<file path="config.mk">
export PLATFORM = sky130hd
export DESIGN_NAME = hsync_gen
export DESIGN_NICKNAME = d
export VERILOG_FILES = /design/src/rtl/hsg_pkg.sv /design/src/rtl/hsg_trs_detect.sv /design/src/rtl/hsg_line_counter.sv /design/src/rtl/hsg_pulse.sv /design/src/rtl/hsync_gen.sv
export SDC_FILE = /design/constraint.sdc
export NUM_CORES = 1
export LEC_CHECK = 0
export BUFFER_PORTS_ARGS = -buffer_cell sky130_fd_sc_hd__buf_2
export CAP_MARGIN = 20
export CELL_PAD_IN_SITES_DETAIL_PLACEMENT = 0
export CELL_PAD_IN_SITES_GLOBAL_PLACEMENT = 1
export CORE_MARGIN = 2
export CORE_UTILIZATION = 36
export CTS_CLUSTER_SIZE = 30
export DETAILED_ROUTE_END_ITERATION = 6
export HOLD_SLACK_MARGIN = 0.03
export PLACE_DENSITY = 0.84
export SYNTH_ARGS = -nofsm -noshare
export SYNTH_HDL_FRONTEND = slang
export SYNTH_SLANG_ARGS = --single-unit
</file>
<file path="constraint.sdc">
create_clock -name clk -period 3.16 [get_ports clk]
set_input_delay 0.474 -clock clk [delete_from_list [all_inputs] [get_ports clk]]
set_output_delay 0.474 -clock clk [all_outputs]
set_load 0.005 [all_outputs]
</file>
<file path="src/rtl/hsg_pkg.sv">
package hsg_pkg;

    // Progress through a timing reference prefix
    typedef enum logic [1:0] {
        TRS_IDLE,
        TRS_LEAD,
        TRS_ZERO1,
        TRS_ZERO2
    } trs_state_e;

    localparam logic [7:0] TRS_LEAD_BYTE = 8'hFF;
    localparam logic [7:0] TRS_ZERO_BYTE = 8'h00;
    localparam int         H_FLAG_BIT    = 4;

    // Flags raised by the reference detector
    typedef struct packed {
        logic hdr_done;   // three-byte prefix has been seen
        logic eav_hit;    // current byte completes an end-of-active code
    } trs_flags_t;

    function automatic trs_state_e trs_step(input trs_state_e cur, input logic [7:0] b);
        trs_state_e nxt;
        if (b == TRS_LEAD_BYTE) begin
            nxt = TRS_LEAD;
        end else begin
            unique case (cur)
                TRS_LEAD:  nxt = (b == TRS_ZERO_BYTE) ? TRS_ZERO1 : TRS_IDLE;
                TRS_ZERO1: nxt = (b == TRS_ZERO_BYTE) ? TRS_ZERO2 : TRS_IDLE;
                default:   nxt = TRS_IDLE;
            endcase
        end
        return nxt;
    endfunction

endpackage

</file>
<file path="src/rtl/hsg_trs_detect.sv">
module hsg_trs_detect
    import hsg_pkg::*;
(
    input  logic       clk,
    input  logic       rst,
    input  logic       ce,
    input  logic [7:0] din,
    output trs_flags_t flags
);

    trs_state_e state_q;

    always_ff @(posedge clk) begin
        if (rst) begin
            state_q <= TRS_IDLE;
        end else if (ce) begin
            state_q <= trs_step(state_q, din);
        end
    end

    always_comb begin
        flags.hdr_done = (state_q == TRS_ZERO2);
        flags.eav_hit  = ce && (state_q == TRS_ZERO2) && din[H_FLAG_BIT];
    end

endmodule

</file>
<file path="src/rtl/hsg_line_counter.sv">
module hsg_line_counter #(
    parameter int W = 11
) (
    input  logic         clk,
    input  logic         rst,
    input  logic         ce,
    input  logic         restart,
    input  logic [W-1:0] line_len,
    output logic [W-1:0] cnt,
    output logic         synced
);

    localparam logic [W-1:0] ONE = {{(W-1){1'b0}}, 1'b1};

    logic [W-1:0] last_pos;
    assign last_pos = line_len - ONE;

    always_ff @(posedge clk) begin
        if (rst) begin
            cnt    <= '0;
            synced <= 1'b0;
        end else if (ce) begin
            if (restart || cnt == last_pos) begin
                cnt <= '0;
            end else begin
                cnt <= cnt + ONE;
            end
            if (restart) begin
                synced <= 1'b1;
            end
        end
    end

endmodule

</file>
<file path="src/rtl/hsg_pulse.sv">
module hsg_pulse #(
    parameter int W = 11
) (
    input  logic         clk,
    input  logic         rst,
    input  logic         ce,
    input  logic         synced,
    input  logic [W-1:0] cnt,
    input  logic [W-1:0] hs_begin,
    input  logic [W-1:0] hs_end,
    input  logic         hs_invert,
    output logic         active,
    output logic         hs_out
);

    logic at_begin;
    logic at_end;

    assign at_begin = (cnt == hs_begin);
    assign at_end   = (cnt == hs_end);

    always_ff @(posedge clk) begin
        if (rst) begin
            active <= 1'b0;
        end else if (ce && synced) begin
            if (at_end) begin
                active <= 1'b0;
            end else if (at_begin) begin
                active <= 1'b1;
            end
        end
    end

    assign hs_out = active ^ hs_invert;

endmodule

</file>
<file path="src/rtl/hsync_gen.sv">
module hsync_gen
    import hsg_pkg::*;
#(
    parameter int CNT_W = 11
) (
    input  logic             clk,
    input  logic             rst,
    input  logic             ce,
    input  logic [7:0]       din,
    input  logic [CNT_W-1:0] hs_begin,
    input  logic [CNT_W-1:0] hs_end,
    input  logic             hs_invert,
    input  logic [CNT_W-1:0] line_len,
    output logic             hs_out
);

    trs_flags_t       flags;
    logic             eav_hit;
    logic             hdr_seen;
    logic [CNT_W-1:0] cnt;
    logic             synced;
    logic             active;

    assign eav_hit  = flags.eav_hit;
    assign hdr_seen = flags.hdr_done;

    hsg_trs_detect u_detect (
        .clk   (clk),
        .rst   (rst),
        .ce    (ce),
        .din   (din),
        .flags (flags)
    );

    hsg_line_counter #(.W(CNT_W)) u_counter (
        .clk      (clk),
        .rst      (rst),
        .ce       (ce),
        .restart  (eav_hit),
        .line_len (line_len),
        .cnt      (cnt),
        .synced   (synced)
    );

    hsg_pulse #(.W(CNT_W)) u_pulse (
        .clk       (clk),
        .rst       (rst),
        .ce        (ce),
        .synced    (synced),
        .cnt       (cnt),
        .hs_begin  (hs_begin),
        .hs_end    (hs_end),
        .hs_invert (hs_invert),
        .active    (active),
        .hs_out    (hs_out)
    );

endmodule

</file>
; Word level (Yosys, flattened, before mapping)
; Index checks and enable logic that the tools add are counted.
; Widths: inputs -> output; s select.
[word_totals]
ff_bits = 15
inputBits = 45
output_inout_bits = 1
[classes]
add_sub_neg = 2
eq_ne = 7
muxes = 7
bitwise = 1
n_reduce_logical = 8
[op_table]
columns = cell, n
row1 = $eq 11x11->1, 3
row2 = $add 11x1->11 const B, 1
row3 = $mux 11, 1
row4 = $sub 11x1->11 const B, 1
row5 = $eq 8x8->1 const B, 1
row6 = $logic_not 8->1, 1
row7 = $mux 2, 3
row8 = $eq 2x2->1 const B, 2
row9 = $pmux 2 s2, 1
row10 = $reduce_and 2->1, 2
row11 = $logic_and 1x1->1, 3
row12 = $eq 2x1->1 const B, 1
row13 = $mux 1, 2
row14 = $reduce_bool 2->1, 1
row15 = $logic_or 1x1->1, 1
row16 = $xor 1x1->1, 1

; Longest topological paths before layout
; Gate-level depths: netlist of the first run.
[logic_depth]
word_depth = 5
depth_mapped = 9

; Cells and area by module
; Synthesis of the first run repeated with hierarchy kept, for this count alone.
[hier_totals]
cells_unflattened = 172
area_unflattened_um2 = 1415.1
[by_module_without_submodules]
columns = mod, n_inst, cells_each, area_each_um2, seq_area_each_um2
row1 = hsg_line_counter, 1, 116, 912.1, 240.2
row2 = hsg_pulse, 1, 34, 304.0, 20.0
row3 = hsg_trs_detect, 1, 22, 198.9, 40.0

; Least setup slack after synthesis of the first run
; OpenSTA, ideal clock, no wires.
[synth_path]
path_type = input-to-reg
startpoint = input line_len[0]
endpoint = register u_counter.cnt[3]
setup_ns = 0.115
arrival_time_ns = 2.331
setup_slack_ns = 0.714
path_stages = 9
path_cell_list = inv_1 > ha_1 > or3b_1 > or4_1 > a211oi_1 > o221ai_1 > o31ai_2 > buf_6 > nor2_1
[synth_between]
elab_chain_cells = 4
[synth_lines]
columns = item, line
row1 = "start, declared", hsync_gen.sv:13  ; input logic [CNT_W-1:0] line_len,
row2 = $sub 11x1->11, hsg_line_counter.sv:16  ; assign last_pos = line_len - ONE;
row3 = $eq 11x11->1, hsg_line_counter.sv:23  ; if (restart || cnt == last_pos) begin
row4 = $logic_or 1x1->1, hsg_line_counter.sv:23
row5 = $mux 11, hsg_line_counter.sv:23
row6 = "end signal, assigned", hsg_line_counter.sv:26  ; cnt <= cnt + ONE;
row7 = "end, declared", hsg_line_counter.sv:9  ; output logic [W-1:0] cnt,
; Every way passes these cells.
; A chain may end at the register's enable or synchronous reset.

; Final worst setup path of the first run
[layout_path]
startpoint = input line_len[0]
endpoint = register u_counter.cnt[10]
; The elaborated chain is that of the path after synthesis.

==> results of run 1 <==
==> stage by stage <==
stage / cell area (um^2) / worst slack, ps / total power [mW] / util (%) / hold slack, ps
finish: 1650 / 704 / 0.451 / 45.4 / 464
global route: 1650 / 512 / 0.480 / 45.4 / 459
CTS: 1650 / 699 / 0.457 / 45.4 / 458
detailed placement: 1600 / 422 / 0.302 / 44.1 / 461
global placement: 1600 / 524 / 0.302 / 44.1 / 453
floorplan: 1360 / 714 / 0.255 / - / 437
==> sequential cells by signal (all words and copies together) (netlist names) <==
| register | flops |
|---|---|
| u_counter.cnt | 11 |
| u_detect.state_q | 2 |
| u_counter.synced | 1 |
| u_pulse.active | 1 |
==> cell families after synthesis <==
kind of cell | count (synthesis)
flip-flops | 15
multiplexers | 3
AO/OA/AOI/OAI | 19
adder cells (fa/ha/maj) | 5
buffers and inverters | 18
XOR/XNOR | 45
AND/OR/NAND/NOR | 67
==> cell usage after synthesis, drive strengths merged <==
library cell,n,share of area [%]
nor2b,1,0.46
o21ai,4,1.5
or4,2,1.1
a311oi,1,0.64
nand3b,1,0.55
nand2,6,1.7
a21oi,2,0.74
and4bb,1,0.92
nand4,5,2.3
a211oi,2,1.1
xnor2,8,5.2
or2,1,0.46
and3,5,2.3
a311o,1,0.74
nor4b,1,0.64
o32ai,1,0.64
buf,3,1.5
o31ai,2,1.5
dfxtp,15,22
o221ai,1,0.64
nor2,23,6.3
nor3,3,1.1
o211a,1,0.74
xor2,37,24
nand3,4,1.5
nor4,8,3.7
ha,5,4.6
or3,1,0.83
clkbuf,8,2.2
a31oi,4,1.8
mux2i,3,2.2
inv,7,1.9
nand2b,2,0.92
or3b,1,0.64
nor3b,2,1.1
==> power breakdown <==
part | switching, mW | total (mW) | internal [mW]
clock | 0.0660 | 0.153 | 0.0872
sequential | 0.00777 | 0.200 | 0.193
combinational | 0.0481 | 0.0978 | 0.0497
==> final timing paths <==
kind,to,cells after the start
max,u_counter.cnt[10]$_SDFFE_PP0P_,10
min reg2reg,u_counter.synced$_SDFFE_PP0P_,2
min,u_detect.state_q[0]$_SDFFE_PP0P_,2
max reg2reg,u_counter.cnt[10]$_SDFFE_PP0P_,7
==> cells in the final DEF (no fill, tap or decap), types with 4 or more instances in the layout <==
cell,instances
a31oi_1,4
xnor2_1,8
xor2_1,37
nand2_1,6
nand3_1,4
inv_1,7
and3_1,5
buf_2,45
dfxtp_1,15
ha_1,5
nand4_1,5
nor2_1,23
o21ai_0,4
nor4_1,8
==> area by class of cell <==
cell class / instances / area, um^2
Clock inverter: 1 / 5.00
Tap cell: 48 / 60.1
Timing Repair Buffer: 46 / 233
Sequential cell: 15 / 300
Fill cell: 376 / 1980
Inverter: 7 / 26.3
Clock buffer: 3 / 41.3
Multi-Input combinational cell: 139 / 983
==> metal layers <==
metal  wire [um]  track usage [%]  vias to the layer above
met1        1590             20.9                      563
met4          15             4.69                        0
met2        1410             27.4                       35
li1            -                -                      675
met5           0                0                        -
met3         186             2.57                        2
==> metrics.md, run 1 <==
| Metric | Value |
|---|---|
| Status | finished, final reports clean |
| Placed Cells incl. Taps | around 260 |
| Worst min path class | in2reg |
| Antenna Violating Nets Remaining | 0 |
| Mapped Cells | 172 |
| Largest family of logic cells by synthesized area | XOR/XNOR gates |
| Fraction of the mapped netlist area in compound gates | roughly 10% |
| CP cell instances | buf_2, inv_1, ha_1, or3b_1, or4_1, a211oi_1, o221ai_1, o31ai_2, buf_4, nor2_1 |
| Final WL | 3.20 mm |
| First-pass GRT wire length | 5.40 mm |
| Initial DRC Count | between 50 and 60 |
| Critical path fanouts, max | 11 |
| GPL Wtd Cong | between 0.8 and 0.9 |
| Synth Area in Adders | about 4.6% |
| HP Start | rst |
| 1st-pass router iterations | 5 |
| CP Data Required Time | ~3300 ps |
| CTS tree | yes |
| Crit path buf inv count | 3 |
| Syn nets | approximately 220 |
| Number of global-route vias before repair | between 1000 and 1500 |
| GRT Total Usage | ~16% |
| Largest net degree at the start of global routing | 14 |
| PwrDens | about 270 nW/um^2 |
| CTS Hold Buffers Added | 0 |
| Syn Area/Cell | just under 8 um^2 |
| CTS resizes | 0 |
| # Post-CTS Setup Buffers | 0 |
| Layout cell share with drive strength beyond 1 | approximately 26% |
| Crit path largest cell delay | ~420 ps |
| Max-slew violation count | 0 |
| Worst Clk Skew | between 4 and 5 ps |
| Final hold viol count | 0 |
| CP endpoint kind | flop |
| Post-Syn Area | about 1400 um^2 |
| Kind of critical path | in2reg |
| Unrepaired setup endpoints after global routing | false |
| Finished Layout Cells | ~260 |
| Library cells used by synthesis | 38 |
| Fmax | about 400 MHz |
| Setup TNS | 0 ps |
| CP startpoint | line_len[0] |
| Final setup viols | 0 |
| Seq/Total Area, Yosys | 22.1% |
| Core ar. | around 3600 um^2 |
| Clock Latency Late Sink | about 250 ps |
| R2r setup slk | between 1000 and 1500 ps |
| Tcrit/Tclk final | 77.7% |
| Worst R2R Start | u_counter.cnt[7]$_SDFFE_PP0P_ |
| Reg clk slew, reported paths | about 60 ps |
| Wire length per cell | roughly 12 um |
| Crit path max-delay family | simple AND/OR/NAND/NOR gates |
| DRC viols | 0 |
| Initial antenna violation count | 0 |
| Clock Path Buffers | 2 |
| Crit path launch type | primary input |
| I/O pin total | 46 |
| Syn-to-layout area delta | 21.3% |
| Post-DP HPWL | around 2.6 mm |
| DR vias/cell | between 4 and 5 |
| Worst path slowest cell | or3b_1 |
| Root Buffer Master | clkbuf_8 |
| Final net count | between 200 and 300 |
| Worst EP arrival | approximately 2600 ps |
| DIE WIDTH | around 65 um |
| Worst slew pin tran | between 300 and 400 ps |
| Worst vdd ir | between 0.0001 and 0.00015 V |
| FP Rows | 22 |
| Die height | approximately 65 um |
| Global route overflow | 0 |
| H-tree levels | 1 |
| Max_cap viols | 0 |
| Synth warnings | 0 |
| Initial Util | around 37% |
| # port buffers | 45 |
| Antenna fix cells | 0 |
| Max transition margin | between 70 and 80% |
| Post-synthesis xor/xnor area fraction | 29.0% |
| Leakage | 0.768 nW |
| Yosys reg bits | 15 |
| Simple-gate portion of the synthesized area | 26.5% |
| Mux contribution to synthesized area | ~2.2% |
| Via count | ~1300 |
| Total CTS buffers | 3 |
| Die area | around 4300 um^2 |
| Clock Sinks | 15 |
| Period minus WS final | between 2000 and 2500 ps |
(Power assumes the default switching activity.)
==> run 2, diff against run 1 <==
==> constraint.sdc (replaced) <==
create_clock -name clk -period 2.3 [get_ports clk]
set_input_delay 0.345 -clock clk [delete_from_list [all_inputs] [get_ports clk]]
set_output_delay 0.345 -clock clk [all_outputs]
set_load 0.005 [all_outputs]
==> metrics.md, run 2 (synthesized netlist as in run 1, its figures left out) <==
| Metric | Value |
|---|---|
| Status | finished, final reports clean |
| Initial antenna violation count | 0 (unchanged) |
| Reg clk slew, reported paths | 50 ps (about the same) |
| Clock Latency Late Sink | 240 ps (about the same) |
| Final setup viols | 0 (unchanged) |
| Crit path buf inv count | 3 (unchanged) |
| DR top layer | met4 |
| Antenna Violating Nets Remaining | 0 (unchanged) |
| FP Rows | 22 (unchanged) |
| Clk network pwr share | 32.1% (-1.8 points) |
| CP cell instances | buf_2, inv_1, ha_4, or3b_4, or4_1, a211oi_1, o221ai_1, o31ai_2, buf_4, nor2_1 |
| Syn-to-layout area delta | 29.4% |
| Net Sw Frac | 25.9% (-1.1 points) |
| I/O pin total | 46 (unchanged) |
| Finished Layout Cells | 272 (+5.0%) |
| M1 wire length | 1.50 mm (-5.2%) |
| Met3 WL | 101 um (-46%) |
| CP endpoint kind | flop |
| Crit path launch type | primary input |
| Register area | 300 um^2 (unchanged) |
| Most common cell after layout, fill and taps aside | buf_2 |
| H-tree levels | 1 (unchanged) |
| CTS resizes | 0 (unchanged) |
| Crit path max-delay family | simple AND/OR/NAND/NOR gates |
| Worst EP arrival | 2320 ps (-270 ps) |
| CP Data Required Time | 2430 ps (-870 ps) |
| 1st-pass router iterations | 4 (-1) |
| DRC viols | 0 (unchanged) |
| Hold_ws | 345 ps (-119 ps) |
| Max transition margin | 73.9% (-0.50 points) |
| DR vias/cell | 4.88 (-0.97%) |
| Biggest register | u_counter.cnt |
| Worst path slowest cell | or4_1 |
| Leakage | 0.828 nW (+7.8%) |
| Top flop regs | u_counter.cnt x11, u_detect.state_q x2 |
| Crit path largest cell delay | 420 ps (about the same) |
| Layout cell share with drive strength beyond 1 | 30.8% (+5.2 points) |
| Initial DRC Count | 53 (-7.0%) |
| Post-Route Utilization | 48.5% (+3.1 points) |
| DP Area | 1720 um^2 (+7.0%) |
| Wire length per cell | 11.6 um (-6.2%) |
| Comb pwr share | 24.3% (+2.6 points) |
| Worst vdd ir | 0.000297 V (+170%) |
| Die height | 65.5 um (unchanged) |
| Clock Sinks | 15 (unchanged) |
| Worst min path class | in2reg |
| Largest net degree at the start of global routing | 14 (unchanged) |
| # port buffers | 45 (unchanged) |
| Period minus WS final | about 2200 ps |
| Worst setup margin | 113 ps (-591 ps) |
| Metal2 WL | 1.51 mm (+6.9%) |
| Post-DP HPWL | 2.66 mm (+1.1%) |
| Largest register FFs | 11 (unchanged) |
| Setup TNS | 0 ps (unchanged) |
| Switching power | 0.163 mW (+34%) |
| Final WL | 3.15 mm (-1.5%) |
| CTS tree | yes |
| First-pass GRT wire length | 5.57 mm (+3.1%) |
| Final net count | 275 (+5.0%) |
| Initial Util | 37.4% (unchanged) |
| Root Buffer Master | clkbuf_8 |
| Worst Clk Skew | 0.903 ps (-3.47 ps) |
| Placed Cells incl. Taps | 268 (+5.1%) |
| Pwr Total | 0.630 mW (+40%) |
| Antenna fix cells | 0 (unchanged) |
| Max_cap viols | 0 (unchanged) |
| Critical path fanouts, max | 11 (unchanged) |
| Global route overflow | 0 (unchanged) |
| Int Power | 0.467 mW (+42%) |
| Multi-input logic area | 998 um^2 (+1.5%) |
| DP Worst Slack | -138 ps (-560 ps) |
| Final hold viol count | 0 (unchanged) |
| FILL cells | 372 (-1.1%) |
| Worst slew pin tran | 385 ps (+7.42 ps) |
| # Post-CTS Setup Buffers | 0 (unchanged) |
| Max-slew violation count | 0 (unchanged) |
| GRT Total Usage | 16.5% (+0.40 points) |
| Final instance area | 1760 um^2 (+6.8%) |
| PwrDens | 358 nW/um^2 (+31%) |
| Die area | 4290 um^2 (unchanged) |
| Via count | 1326 (+4.0%) |
| Unrepaired setup endpoints after global routing | false |
| DIE WIDTH | 65.5 um (unchanged) |
| Total CTS buffers | 3 (unchanged) |
| GPL Wtd Cong | 0.842 (-4.0%) |
| Commonest non-fill, non-tap cells in the layout | buf_2 (45), xor2_1 (37), nor2_1 (23) |
| Tcrit/Tclk final | a little over nine tenths |
| Flop pwr share | 43.6% (-0.8 points) |
| Clock Path Buffers | 2 (unchanged) |
| Fmax | around 460 MHz |
| Kind of critical path | in2reg |
| Core ar. | 3630 um^2 (unchanged) |
| CTS Hold Buffers Added | 0 (unchanged) |
| Number of global-route vias before repair | 1322 (+8.0%) |
## run 2: final timing paths
path / from / to / slack, ps / depth (start not counted)
setup reg to reg: u_counter.cnt[7]$_SDFFE_PP0P_ / u_counter.cnt[1]$_SDFFE_PP0P_ / 500 / 7
setup / recovery: line_len[0] / u_counter.cnt[1]$_SDFFE_PP0P_ / 110 / 10
hold / removal: rst / u_detect.state_q[0]$_SDFFE_PP0P_ / 350 / 2
hold reg to reg: u_counter.synced$_SDFFE_PP0P_ / u_counter.synced$_SDFFE_PP0P_ / 470 / 2
## run 2: power by group through the flow
stage                     clock, mW  sequential [mW]  combinational, mW
after global placement            0            0.280              0.152
after floorplan                   0            0.274             0.0785
after detailed placement          0            0.280              0.153
final                         0.203            0.275              0.153
after global routing          0.218            0.276              0.172
after CTS                     0.209            0.275              0.154
## run 2: layout make-up
class	count	share of cell area (%)
Clock buffer	4	2.56
Inverter	7	1.49
Multi-Input combinational cell	139	56.7
Sequential cell	15	17.1
Tap cell	48	3.41
Timing Repair Buffer	59	18.8
## run 2: routing by layer
metal | up-vias | global-route usage, %
met5 | - | 0
met2 | 23 | 28.8
met3 | 4 | 3.25
met1 | 602 | 21.0
met4 | 0 | 3.39
li1 | 697 | -
